--- src/rtl/gpio_bank_pkg.sv ---
package gpio_bank_pkg;
  parameter int DATA_W = 32;
  parameter int ADDR_W = 6;
  parameter int IRQ_N  = 9;
  parameter int SYNC_STAGES = 2;

  parameter logic [7:0] OFF_LEVEL = 8'h00;
  parameter logic [7:0] OFF_DIR   = 8'h04;
  parameter logic [7:0] OFF_SET   = 8'h08;
  parameter logic [7:0] OFF_CLR   = 8'h0C;
  parameter logic [7:0] OFF_RISE  = 8'h10;
  parameter logic [7:0] OFF_FALL  = 8'h14;
  parameter logic [7:0] OFF_EDGE  = 8'h18;
  parameter logic [7:0] OFF_AUX   = 8'h20;

  typedef enum logic [2:0] {
    SEL_NONE,
    SEL_LEVEL,
    SEL_DIR,
    SEL_SET,
    SEL_CLR,
    SEL_EDGE,
    SEL_AUX
  } reg_sel_e;
endpackage

--- src/rtl/gpio_sync.sv ---
module gpio_sync #(
  parameter int W      = 32,
  parameter int STAGES = 2
) (
  input  logic         clk_i,
  input  logic         rst_ni,
  input  logic [W-1:0] d_i,
  output logic [W-1:0] q_o
);
  logic [W-1:0] stg_q [STAGES];

  for (genvar s = 0; s < STAGES; s++) begin : g_stage
    if (s == 0) begin : g_first
      always_ff @(posedge clk_i or negedge rst_ni) begin
        if (!rst_ni) stg_q[s] <= '0;
        else         stg_q[s] <= d_i;
      end
    end else begin : g_next
      always_ff @(posedge clk_i or negedge rst_ni) begin
        if (!rst_ni) stg_q[s] <= '0;
        else         stg_q[s] <= stg_q[s-1];
      end
    end
  end

  assign q_o = stg_q[STAGES-1];
endmodule

--- src/rtl/gpio_regs.sv ---
module gpio_regs
  import gpio_bank_pkg::*;
#(
  parameter int W = 32
) (
  input  logic         clk_i,
  input  logic         rst_ni,
  input  logic         we_i,
  input  reg_sel_e     sel_i,
  input  logic [W-1:0] wdata_i,
  output logic [W-1:0] level_o,
  output logic [W-1:0] dir_o,
  output logic [W-1:0] aux_o,
  output logic         wr_err_o
);
  logic [W-1:0] level_q, dir_q, aux_q;
  logic         err_q;
  logic         overlap, set_ok, clr_ok, rejected;

  assign overlap  = |(dir_q & wdata_i);
  assign set_ok   = we_i && (sel_i == SEL_SET) && overlap;
  assign clr_ok   = we_i && (sel_i == SEL_CLR) && overlap;
  // whole-write rejection: mask touches no output bit
  assign rejected = we_i && (sel_i == SEL_SET || sel_i == SEL_CLR) && !overlap;

  always_ff @(posedge clk_i or negedge rst_ni) begin
    if (!rst_ni) begin
      level_q <= '0;
    end else if (set_ok) begin
      level_q <= level_q | wdata_i;
    end else if (clr_ok) begin
      level_q <= level_q & ~wdata_i;
    end
  end

  always_ff @(posedge clk_i or negedge rst_ni) begin
    if (!rst_ni)                          dir_q <= '0;
    else if (we_i && sel_i == SEL_DIR)    dir_q <= wdata_i;
  end

  always_ff @(posedge clk_i or negedge rst_ni) begin
    if (!rst_ni)                          aux_q <= '0;
    else if (we_i && sel_i == SEL_AUX)    aux_q <= wdata_i;
  end

  always_ff @(posedge clk_i or negedge rst_ni) begin
    if (!rst_ni) err_q <= 1'b0;
    else         err_q <= rejected;
  end

  assign level_o  = level_q;
  assign dir_o    = dir_q;
  assign aux_o    = aux_q;
  assign wr_err_o = err_q;

  AST_SET_APPLIES: assert property (@(posedge clk_i) disable iff (!rst_ni)
    set_ok |=> ((level_q & $past(wdata_i)) == $past(wdata_i)));
  AST_CLR_APPLIES: assert property (@(posedge clk_i) disable iff (!rst_ni)
    clr_ok |=> ((level_q & $past(wdata_i)) == '0));
  AST_LEVEL_HELD: assert property (@(posedge clk_i) disable iff (!rst_ni)
    !(set_ok || clr_ok) |=> $stable(level_q));
  AST_ERR_PULSE: assert property (@(posedge clk_i) disable iff (!rst_ni)
    rejected |=> wr_err_o);
  AST_AUX_ISOLATED: assert property (@(posedge clk_i) disable iff (!rst_ni)
    !(we_i && sel_i == SEL_AUX) |=> $stable(aux_q));
  AST_DIR_ISOLATED: assert property (@(posedge clk_i) disable iff (!rst_ni)
    !(we_i && sel_i == SEL_DIR) |=> $stable(dir_q));
endmodule

--- src/rtl/gpio_rd_path.sv ---
module gpio_rd_path
  import gpio_bank_pkg::*;
#(
  parameter int W = 32
) (
  input  logic         clk_i,
  input  logic         rst_ni,
  input  logic         re_i,
  input  reg_sel_e     sel_i,
  input  logic [W-1:0] level_i,
  input  logic [W-1:0] dir_i,
  input  logic [W-1:0] aux_i,
  input  logic [W-1:0] pin_sync_i,
  output logic [W-1:0] rdata_o
);
  logic [W-1:0] rd_mux, rdata_q;

  always_comb begin
    unique case (sel_i)
      SEL_LEVEL: rd_mux = (level_i & dir_i) | (pin_sync_i & ~dir_i);
      SEL_DIR:   rd_mux = dir_i;
      SEL_AUX:   rd_mux = aux_i;
      default:   rd_mux = '0;
    endcase
  end

  always_ff @(posedge clk_i or negedge rst_ni) begin
    if (!rst_ni)   rdata_q <= '0;
    else if (re_i) rdata_q <= rd_mux;
  end

  assign rdata_o = rdata_q;

  AST_RDATA_HOLD: assert property (@(posedge clk_i) disable iff (!rst_ni)
    !re_i |=> $stable(rdata_o));
  AST_ZERO_REGION: assert property (@(posedge clk_i) disable iff (!rst_ni)
    (re_i && (sel_i == SEL_EDGE || sel_i == SEL_NONE)) |=> (rdata_o == '0));
endmodule

--- src/rtl/gpio_bank.sv ---
module gpio_bank
  import gpio_bank_pkg::*;
#(
  parameter int W      = DATA_W,
  parameter int AW     = ADDR_W,
  parameter int NIRQ   = IRQ_N,
  parameter int NSYNC  = SYNC_STAGES
) (
  input  logic            clk_i,
  input  logic            rst_ni,
  input  logic [AW-1:0]   addr_i,
  input  logic            we_i,
  input  logic            re_i,
  input  logic [W-1:0]    wdata_i,
  output logic [W-1:0]    rdata_o,
  output logic            wr_err_o,
  input  logic [W-1:0]    pin_i,
  output logic [W-1:0]    pin_o,
  output logic [W-1:0]    pin_oe_o,
  output logic [NIRQ-1:0] irq_o
);
  reg_sel_e     sel;
  logic [W-1:0] level, dir, aux, pin_sync;

  // word accesses only: low address bits must be zero
  always_comb begin
    sel = SEL_NONE;
    if (addr_i[1:0] == 2'b00) begin
      if      (addr_i == AW'(OFF_LEVEL)) sel = SEL_LEVEL;
      else if (addr_i == AW'(OFF_DIR))   sel = SEL_DIR;
      else if (addr_i == AW'(OFF_SET))   sel = SEL_SET;
      else if (addr_i == AW'(OFF_CLR))   sel = SEL_CLR;
      else if (addr_i == AW'(OFF_RISE) || addr_i == AW'(OFF_FALL) ||
               addr_i == AW'(OFF_EDGE))  sel = SEL_EDGE;
      else if (addr_i == AW'(OFF_AUX))   sel = SEL_AUX;
    end
  end

  gpio_sync #(.W(W), .STAGES(NSYNC)) u_sync (
    .clk_i  (clk_i),
    .rst_ni (rst_ni),
    .d_i    (pin_i),
    .q_o    (pin_sync)
  );

  gpio_regs #(.W(W)) u_regs (
    .clk_i    (clk_i),
    .rst_ni   (rst_ni),
    .we_i     (we_i),
    .sel_i    (sel),
    .wdata_i  (wdata_i),
    .level_o  (level),
    .dir_o    (dir),
    .aux_o    (aux),
    .wr_err_o (wr_err_o)
  );

  gpio_rd_path #(.W(W)) u_rd (
    .clk_i      (clk_i),
    .rst_ni     (rst_ni),
    .re_i       (re_i),
    .sel_i      (sel),
    .level_i    (level),
    .dir_i      (dir),
    .aux_i      (aux),
    .pin_sync_i (pin_sync),
    .rdata_o    (rdata_o)
  );

  assign pin_o    = level;
  assign pin_oe_o = dir;
  assign irq_o    = '0;

  AST_PIN_MATCHES_RD: assert property (@(posedge clk_i) disable iff (!rst_ni)
    (re_i && sel == SEL_LEVEL && !we_i && pin_oe_o == '1) |=> (rdata_o == $past(pin_o)));
endmodule

--- config.mk ---
export PLATFORM = sky130hd
export DESIGN_NAME = gpio_bank
export DESIGN_NICKNAME = d
export VERILOG_FILES = /design/src/rtl/gpio_bank_pkg.sv /design/src/rtl/gpio_sync.sv /design/src/rtl/gpio_regs.sv /design/src/rtl/gpio_rd_path.sv /design/src/rtl/gpio_bank.sv
export SDC_FILE = /design/constraint.sdc
export NUM_CORES = 1
export LEC_CHECK = 0
export ABC_AREA = 1
export BUFFER_PORTS_ARGS = -buffer_cell sky130_fd_sc_hd__buf_2
export CORE_MARGIN = 1.5
export CORE_UTILIZATION = 30
export DETAILED_ROUTE_END_ITERATION = 6
export PLACE_DENSITY = 0.54
export SLEW_MARGIN = 20
export SYNTH_ARGS = -nofsm -noshare
export SYNTH_HDL_FRONTEND = slang
export SYNTH_SLANG_ARGS = --single-unit
--- constraint.sdc ---
create_clock -name clk_i -period 1.6 [get_ports clk_i]
set_input_delay 0.16 -clock clk_i [delete_from_list [all_inputs] [get_ports clk_i]]
set_output_delay 0.16 -clock clk_i [all_outputs]
set_load 0.02 [all_outputs]
==> out/metrics.cfg, run 1 <==
[sta]
min_period_over_period_pct=92.41
slew_headroom_pct=54.07
slew_viol_final=0
final_hold_violation_count=0
fin_skew_ns=0.01624
setup_repair_after_global_routing_missed_its_margin=no
finalSetupViolations=0
final.hold.worst_slack_ns=0.02117
final_period_minus_worst_setup_slack_ns=1.479
max_freq_ghz=0.6763
timing_worst_slew_pin_value_ns=0.6890

[critical_path]
worst_path_cell_chain=nand2_1 -> nand2_1 -> nor2_1 -> nand2_1 -> nor2_4 -> nand2_4 -> buf_12 -> nand3_1 -> nand2_1 -> nand2_1
worstSetupStartpointType=flop
worstSetupEndpointType=flop
cp_slowest_cell=sky130_fd_sc_hd__dfrtp_2
cp_data_required_time_ns=1.96
critical_path.top_delay_family=simple AND/OR/NAND/NOR gates
critical_path_buf_inv_count=1
crit_arrival_ns=1.84
cpMostUsedCell=sky130_fd_sc_hd__nand2_1
regToRegSetupSlack_ns=0.12
critical_path_peak_fanout=33
cp_slowest_stage_delay_ns=0.44
critPathKind=reg2reg

[floorplanning]
die-area_sq_um=28360
ios=180
placeableCoreArea_sq_um=26880
initial_utilization_pct=30.54
chipHeight_um=168.4
floorplan.die.width_um=168.4
number_of_standard_cell_rows_in_the_floorplan=60

[cts]
clk_latency_ns=0.43
cts.htree.levels=4
cts_max_path_buffers=2
cts_tree=yes
cts_made_buffers=17
clock_slew_at_reported_path_ffs_ns=0.08
clock_tree_root_driver_cell=sky130_fd_sc_hd__clkbuf_16
tritoncts_sink_count=193

[global_routing]
grt_pass1_wl_mm=35.25
grt.total_usage_pct=15.86
antenna_violations_before_repair=1
grt_pass1_vias=6596
grt_start_max_net_pins=65
globalRouteOverflowTotal=0

[pwr]
power.density_nw_per_um2=1104
max-vdd-ir-drop_mv=0.5534
finalPower_mw=11.96
leakage_nw=5.520

[synth]
synth-seq-cells=193
synthCells=912
yosys_warnings=0
post_synth_instance_area_sq_um=8208
syn-mean-instance-area_sq_um=9.000
sequential_to_total_area_share_from_yosys_stat_pct=58.84
synth_cell_types=24

[hold_path]
hold_class=in2reg

[detailed_routing]
drtIter0Drc=302
drt_pass1_iterations=5
vias=6661
post_drt_via_cell_ratio=4.435
count_of_unresolved_drc_violations_after_routing=0
wl_per_cell_um=14.29
antenna_violating_nets_post_route=0
wl_mm=21.46

[finish]
drive_above_1_share_pct=27.05
antenna_cells_inserted=0
final_stage_net_count=1222
syn2layout_area_growth_pct=31.98

[placed_design]
gp_congestion=0.7506
post-dp-hpwl_mm=14.88
buffer_ports.inserted=170

[status]
outcome=finished, final reports clean

[flow_run]
timing.max_cap.violations=0

## power breakdown
part           internal [mW]  switching, mW  total [mW]
Sequential              5.29          0.294        5.58
Clock                   2.18           2.19        4.37
Combinational          0.739           1.26        2.00
Total                   8.21           3.75        12.0
## kinds of logic (layout without fill, tap and decap cells)
| family | count (synthesis) | count (layout) | synth area share, % |
|---|---|---|---|
| AO/OA/AOI/OAI | 161 | 161 | 9.954 |
| other | 1 | 9 | 0.04569 |
| buffers and inverters | 119 | 360 | 6.890 |
| AND/OR/NAND/NOR | 438 | 438 | 24.27 |
| flip-flops | 193 | 193 | 58.84 |
## cells in the final DEF, fill, tap and decap left out, drive strengths merged
master	count
a21oi	32
buf	218
clkbuf	19
clkinv	7
clkinvlp	1
conb	9
dfrtp	193
dlygate4sd3	39
inv	76
nand2	349
nand3	65
nand4	1
nor2	21
nor3	2
o21ai	129
## cell usage after synthesis, drive strengths merged
cell type	n	area (sq um)
conb	1	3.750
a21oi	32	160.2
nand2	349	1338
o21ai	129	656.9
nor3	2	15.01
buf	29	227.7
dfrtp	193	4830
clkbuf	20	75.07
inv	70	262.8
nand4	1	12.51
nand3	65	475.5
nor2	21	151.4
## path summary, 6_finish.rpt
kind / startpoint / endpoint / cells past startpoint
max: u_regs.dir_o[15] / flop / 10
min: wdata_i[14] / flop / 3
max reg2reg: u_regs.dir_o[15] / flop / 10
min reg2reg: u_sync.stg_q[32] / u_sync.q_o[0] / 0
max in group asynchronous: rst_ni / u_regs.dir_o[18] / 3
min in group asynchronous: rst_ni / u_sync.stg_q[33] / 2
## metrics by stage
step	worst slack [ns]	TNS, ns	instances	util, %	cell area [sq um]
global placement	-0.1192	-1.760	1425	36.24	9739
CTS	0.01277	0	1496	40.02	10760
detailed placement	-0.1097	-2.454	1425	36.24	9739
floorplan	0.1432	0	920	-	8238
finish	0.1215	0	1502	40.31	10830
global route	0.0001681	0	1502	40.31	10830
## metal layers
metal | share of wire, % | vias to the layer above | routed length, um | track usage (%)
met4 | 0.75 | 0 | 160 | 3.377
met3 | 4.7 | 11 | 1002 | 3.785
met5 | 0 | - | 0 | 0
li1 | - | 3356 | - | -
met1 | 47 | 3141 | 10130 | 21.30
met2 | 47 | 153 | 10170 | 26.05
## what timing repair did
action / in CTS / in global routing
hold buffers: 39 / 0
pin swaps: 0 / 3
setup endpoints to repair: 33 / 33
buffers inserted: 0 / 6
hold endpoints to repair: 77 / 0
gates resized for setup: 3 / 12
## tightest hold or removal path, cell delays in order
cell                      delay, ns
sky130_fd_sc_hd__buf_2         0.13
sky130_fd_sc_hd__nand3_1       0.08
sky130_fd_sc_hd__nand2_1       0.05
## layout make-up
| cell class | count | area (sq um) |
|---|---|---|
| Multi-Input combinational cell | 608 | 2905 |
| Sequential cell | 193 | 4837 |
| Inverter | 70 | 262.8 |
| Tap cell | 341 | 426.7 |
| Fill cell | 2691 | 16040 |
| Timing Repair Buffer | 258 | 1780 |
| Clock buffer | 18 | 439.2 |
| Clock inverter | 14 | 181.4 |
(Power assumes the default switching activity.)
==> inputs of run 2 (changes only) <==
--- a/config.mk
+++ b/config.mk
@@ -9,6 +9,7 @@
 export BUFFER_PORTS_ARGS = -buffer_cell sky130_fd_sc_hd__buf_2
 export CORE_MARGIN = 1.5
 export CORE_UTILIZATION = 30
+export CTS_BUF_LIST = sky130_fd_sc_hd__clkbuf_4 sky130_fd_sc_hd__clkbuf_8 sky130_fd_sc_hd__clkbuf_16
 export DETAILED_ROUTE_END_ITERATION = 6
 export PLACE_DENSITY = 0.54
 export SLEW_MARGIN = 20
==> constraint.sdc (replaced) <==
create_clock -name clk_i -period 1.45 [get_ports clk_i]
set_input_delay 0.145 -clock clk_i [delete_from_list [all_inputs] [get_ports clk_i]]
set_output_delay 0.145 -clock clk_i [all_outputs]
set_load 0.02 [all_outputs]
==> out/metrics.cfg, run 2 (synthesis results as in run 1) <==
[cts]
cts_setup_buffers=0
cts_made_buffers=17
clock_tree_root_driver_cell=sky130_fd_sc_hd__clkbuf_16
clk_latency_ns=0.43
tritoncts_sink_count=193
cts.htree.levels=4
cts_tree=yes
cts_max_path_buffers=2
clock_slew_at_reported_path_ffs_ns=0.07

[placed_design]
buffer_ports.inserted=170
post-dp-hpwl_mm=15.47
gp_congestion=0.7660
pre_cts_ws_ns=-0.08311

[critical_path]
worstSetupStartpointType=input port
critical_path.top_delay_family=buffers and inverters
critPathKind=in2reg
cp_data_required_time_ns=1.82
crit_arrival_ns=1.87
worstSetupEndpointType=flop
cp_slowest_stage_delay_ns=0.53
cp_slowest_cell=sky130_fd_sc_hd__dlygate4sd3_1
regToRegSetupSlack_ns=-0.04
cpMostUsedCell=sky130_fd_sc_hd__nand2_1
critical_path_buf_inv_count=3
crit-reg2reg-launch=u_regs.dir_o[25]
worst_path_cell_chain=dlygate4sd3_1 -> buf_2 -> nand2_1 -> nand2_1 -> nor2_2 -> nand2_1 -> nor2_2 -> nand2_4 -> clkbuf_16 -> nand3_2 -> nand2_1 -> nand2_1
crit_start=wdata_i[24]
critical_path_peak_fanout=17

[pwr]
max-vdd-ir-drop_mv=0.7097
leakage_nw=5.713
power.density_nw_per_um2=1180
finalPower_mw=13.23

[global_routing]
grt_pass1_wl_mm=35.40
globalRouteOverflowTotal=0
grt_pass1_vias=6509
grt_start_max_net_pins=65
grt.total_usage_pct=16.11
antenna_violations_before_repair=1

[floorplanning]
initial_utilization_pct=30.54
floorplan.die.width_um=168.4
number_of_standard_cell_rows_in_the_floorplan=60
chipHeight_um=168.4
die-area_sq_um=28360
ios=180
placeableCoreArea_sq_um=26880

[detailed_routing]
drtIter0Drc=366
post_drt_via_cell_ratio=4.387
vias=6760
wl_mm=22.52
drt_pass1_iterations=5
count_of_unresolved_drc_violations_after_routing=0
antenna_violating_nets_post_route=0
wl_per_cell_um=14.61

[finish]
layout.cells.most_common_list=sky130_fd_sc_hd__nand2_1 (341), sky130_fd_sc_hd__dfrtp_1 (190), sky130_fd_sc_hd__buf_2 (169)
mostFrequentLayoutCell=sky130_fd_sc_hd__nand2_1
syn2layout_area_growth_pct=36.54
final_stage_net_count=1260
fillCellCount=2657
drive_above_1_share_pct=28.61

[sta]
tns_ns=-0.5796
min_period_over_period_pct=103.3
final_period_minus_worst_setup_slack_ns=1.498
max_freq_ghz=0.6675
final_hold_violation_count=0
slew_viol_final=0
setup_repair_after_global_routing_missed_its_margin=yes
finalSetupViolations=30
post-route-worst-setup-slack_ns=-0.04823
fin_skew_ns=0.01403

[hold_path]
hold_class=in2reg
holdCritStartpoint=wdata_i[19]

[flow_run]
timing.max_cap.violations=0

[status]
outcome=complete, but fails checks
violations=setup timing

[run 2: changes by cell type in the layout (fill, tap and decap cells not counted), sizes merged, moves of 2 or more]
cell	delta
clkinv	-4
buf	+23
clkinvlp	+2
clkbuf	+2
inv	+2
dlygate4sd3	+13
[run 2: area by class of cell]
type | instances | area (sq um) | share of cell area, %
sequential | 193 | 4833 | 43.13
multi-input combinational | 608 | 2930 | 26.15
timing repair buffer | 296 | 2175 | 19.40
clock buffer | 18 | 432.9 | 3.863
tap | 341 | 426.7 | 3.807
inverter | 70 | 262.8 | 2.345
clock inverter | 14 | 143.9 | 1.284
antenna | 1 | 2.502 | 0.02233
[run 2: timing repair]
item	4_1_cts	5_1_grt
pin swaps	8	11
hold buffers	52	0
hold endpoints to repair	102	0
gates cloned	0	2
resized for setup	4	12
endpoints found under the setup margin	33	33
[run 2: per-stage QoR]
step,util [%],hold WS [ns],area [sq um],instances
2_1_floorplan,-,-0.1506,8242,920
3_3_place_gp,37.20,0.1570,9998,1454
3_5_place_dp,37.20,0.1548,9998,1454
4_1_cts,41.33,0.001237,11110,1538
5_1_grt,41.69,0.01431,11200,1540
6_report,41.70,0.01747,11210,1541
[run 2: layer usage]
layer	wire length (um)	up-vias	GRT usage, %
li1	-	3426	-
met1	10710	3162	21.96
met2	10520	155	25.94
met3	1014	17	3.291
met4	265	0	4.620
met5	0	-	0
[run 2: path summary, 6_finish.rpt]
| kind | end | cells past startpoint |
|---|---|---|
| setup / recovery | flop | 12 |
| hold / removal | flop | 3 |
| setup reg to reg | flop | 10 |
| hold reg to reg | u_sync.q_o[31] | 0 |
| max in group asynchronous | u_regs.aux_o[17] | 3 |
| min in group asynchronous | u_sync.stg_q[60] | 2 |
[run 2: report_power, final]
group          switching, mW  total (mW)  internal [mW]  leakage (nW)
registers              0.282        6.12           5.84          2.49
logic                   1.48        2.44          0.954          2.95
clock network           2.35        4.67           2.33         0.277
total                   4.11        13.2           9.12          5.71
[run 2: worst min-delay path, stage by stage]
cell and delay, ns:
sky130_fd_sc_hd__buf_2 0.13, sky130_fd_sc_hd__nand3_1 0.08, sky130_fd_sc_hd__nand2_1 0.05
==> inputs of run 3 (changes only) <==
--- a/config.mk
+++ b/config.mk
@@ -6,12 +6,13 @@
 export NUM_CORES = 1
 export LEC_CHECK = 0
 export ABC_AREA = 1
-export BUFFER_PORTS_ARGS = -buffer_cell sky130_fd_sc_hd__buf_2
+export BUFFER_PORTS_ARGS = -buffer_cell sky130_fd_sc_hd__clkbuf_2
+export CORE_ASPECT_RATIO = 2
 export CORE_MARGIN = 1.5
 export CORE_UTILIZATION = 30
 export CTS_BUF_LIST = sky130_fd_sc_hd__clkbuf_4 sky130_fd_sc_hd__clkbuf_8 sky130_fd_sc_hd__clkbuf_16
 export DETAILED_ROUTE_END_ITERATION = 6
-export PLACE_DENSITY = 0.54
+export PLACE_DENSITY = 0.56
 export SLEW_MARGIN = 20
 export SYNTH_ARGS = -nofsm -noshare
 export SYNTH_HDL_FRONTEND = slang
==> constraint.sdc (replaced) <==
create_clock -name clk_i -period 1.3 [get_ports clk_i]
set_input_delay 0.13 -clock clk_i [delete_from_list [all_inputs] [get_ports clk_i]]
set_output_delay 0.13 -clock clk_i [all_outputs]
set_load 0.02 [all_outputs]
==> out/metrics.cfg, run 3 (synthesis results as in run 1) <==
[floorplanning]
chipHeight_um=236.9
initial_utilization_pct=30.50
floorplan.die.width_um=120.0
die-area_sq_um=28420
number_of_standard_cell_rows_in_the_floorplan=85
ios=180
placeableCoreArea_sq_um=26910

[placed_design]
dpl-instance-area_sq_um=10300
gp_congestion=0.8084
pre_cts_ws_ns=-0.3692
buffer_ports.inserted=170
placed_cells_incl_taps=1494
post-dp-hpwl_mm=17.92

[status]
violations=setup timing
outcome=complete, but fails checks

[pwr]
leakage_nw=5.884
max-vdd-ir-drop_mv=0.9474
power.density_nw_per_um2=1300
finalPower_mw=15.52

[finish]
final_design_area_no_fill_sq_um=11930
antenna_cells_inserted=0
drive_above_1_share_pct=36.22
layout.cells.most_common_list=sky130_fd_sc_hd__nand2_1 (319), sky130_fd_sc_hd__dfrtp_1 (161), sky130_fd_sc_hd__clkbuf_2 (137)
final_core_util_pct=44.35
mostFrequentLayoutCell=sky130_fd_sc_hd__nand2_1
fillCellCount=2597
layout.cells.non_filler=1571
syn2layout_area_growth_pct=45.40
final_stage_net_count=1284

[sta]
min_period_over_period_pct=115.7
max_freq_ghz=0.6649
fin_skew_ns=0.01053
final_period_minus_worst_setup_slack_ns=1.504
tns_ns=-6.175
final_hold_violation_count=0
finalSetupViolations=37
post-route-worst-setup-slack_ns=-0.2039
final.hold.worst_slack_ns=0.04290
slew_viol_final=0
setup_repair_after_global_routing_missed_its_margin=yes

[detailed_routing]
count_of_unresolved_drc_violations_after_routing=0
vias=7098
wl_mm=24.74
antenna_violating_nets_post_route=0
post_drt_via_cell_ratio=4.518
wl_per_cell_um=15.75
drt_pass1_iterations=4
drtIter0Drc=287

[critical_path]
critPathKind=reg2reg
cp_data_required_time_ns=1.64
worstSetupStartpointType=flop
crit_arrival_ns=1.85
worstSetupEndpointType=flop
critical_path_peak_fanout=12

[cts]
clock_slew_at_reported_path_ffs_ns=0.08
clock_tree_root_driver_cell=sky130_fd_sc_hd__clkbuf_16
cts_max_path_buffers=2
cts_tree=yes
tritoncts_sink_count=193
cts.htree.levels=4
cts_made_buffers=17
clk_latency_ns=0.45

[hold_path]
hold_class=in2reg

[global_routing]
grt_start_max_net_pins=65
grt.total_usage_pct=17.85
grt_pass1_vias=7106
antenna_violations_before_repair=0
grt_pass1_wl_mm=38.06
globalRouteOverflowTotal=0

[flow_run]
timing.max_cap.violations=0

==> run 3: repair_timing <==
action | 4_1_cts | 5_1_grt
endpoints found under the hold margin | 227 | 0
resized for setup | 86 | 77
buffers inserted | 0 | 12
hold buffers | 34 | 0
endpoints found under the setup margin | 61 | 53
pin swaps | 4 | 20
cloned | 0 | 3
==> run 3: layout make-up <==
cell class / count / area (sq um) / share of cell area, %
well taps: 348 / 435.4 / 3.649
inverters: 70 / 262.8 / 2.202
repair buffers: 320 / 2724 / 22.82
flip-flops and latches: 193 / 4870 / 40.81
multi-input cells: 608 / 3062 / 25.66
clock inverters: 14 / 141.4 / 1.185
clock buffers: 18 / 439.2 / 3.680
==> run 3: worst max-delay path, cell delays in order, from the launching register on <==
cell	delay [ns]
sky130_fd_sc_hd__dfrtp_2	0.41
sky130_fd_sc_hd__nand2_1	0.07
sky130_fd_sc_hd__nand2_1	0.07
sky130_fd_sc_hd__nor2_2	0.12
sky130_fd_sc_hd__nand2_2	0.08
sky130_fd_sc_hd__nor2_4	0.17
sky130_fd_sc_hd__nand2_8	0.13
sky130_fd_sc_hd__clkbuf_16	0.21
sky130_fd_sc_hd__nand3_1	0.07
sky130_fd_sc_hd__nand2_1	0.05
==> run 3: final timing paths <==
check                                         to  cells after the start        startpoint  slack, ns
worst max-delay path                        flop                      9  u_regs.dir_o[27]      -0.20
worst min register to register    u_sync.q_o[30]                      0  u_sync.stg_q[62]       0.35
worst max register to register              flop                      9  u_regs.dir_o[27]      -0.20
worst min-delay path                        flop                      4        wdata_i[4]       0.04
min in group asynchronous        u_rd.rdata_o[7]                      2            rst_ni       0.15
max in group asynchronous       u_regs.dir_o[17]                      3            rst_ni       0.56
==> run 3: layer usage <==
layer / GRT usage, % / up-vias / wire [um]
met5: 0 / - / 0
met4: 9.596 / 0 / 923
met3: 2.866 / 47 / 831
met2: 34.30 / 178 / 14080
met1: 17.86 / 3395 / 8901
li1: - / 3478 / -
==> run 3: where the power goes <==
group / switching (mW) / internal [mW]
logic: 1.85 / 1.50
registers: 0.358 / 6.53
clock network: 2.51 / 2.76
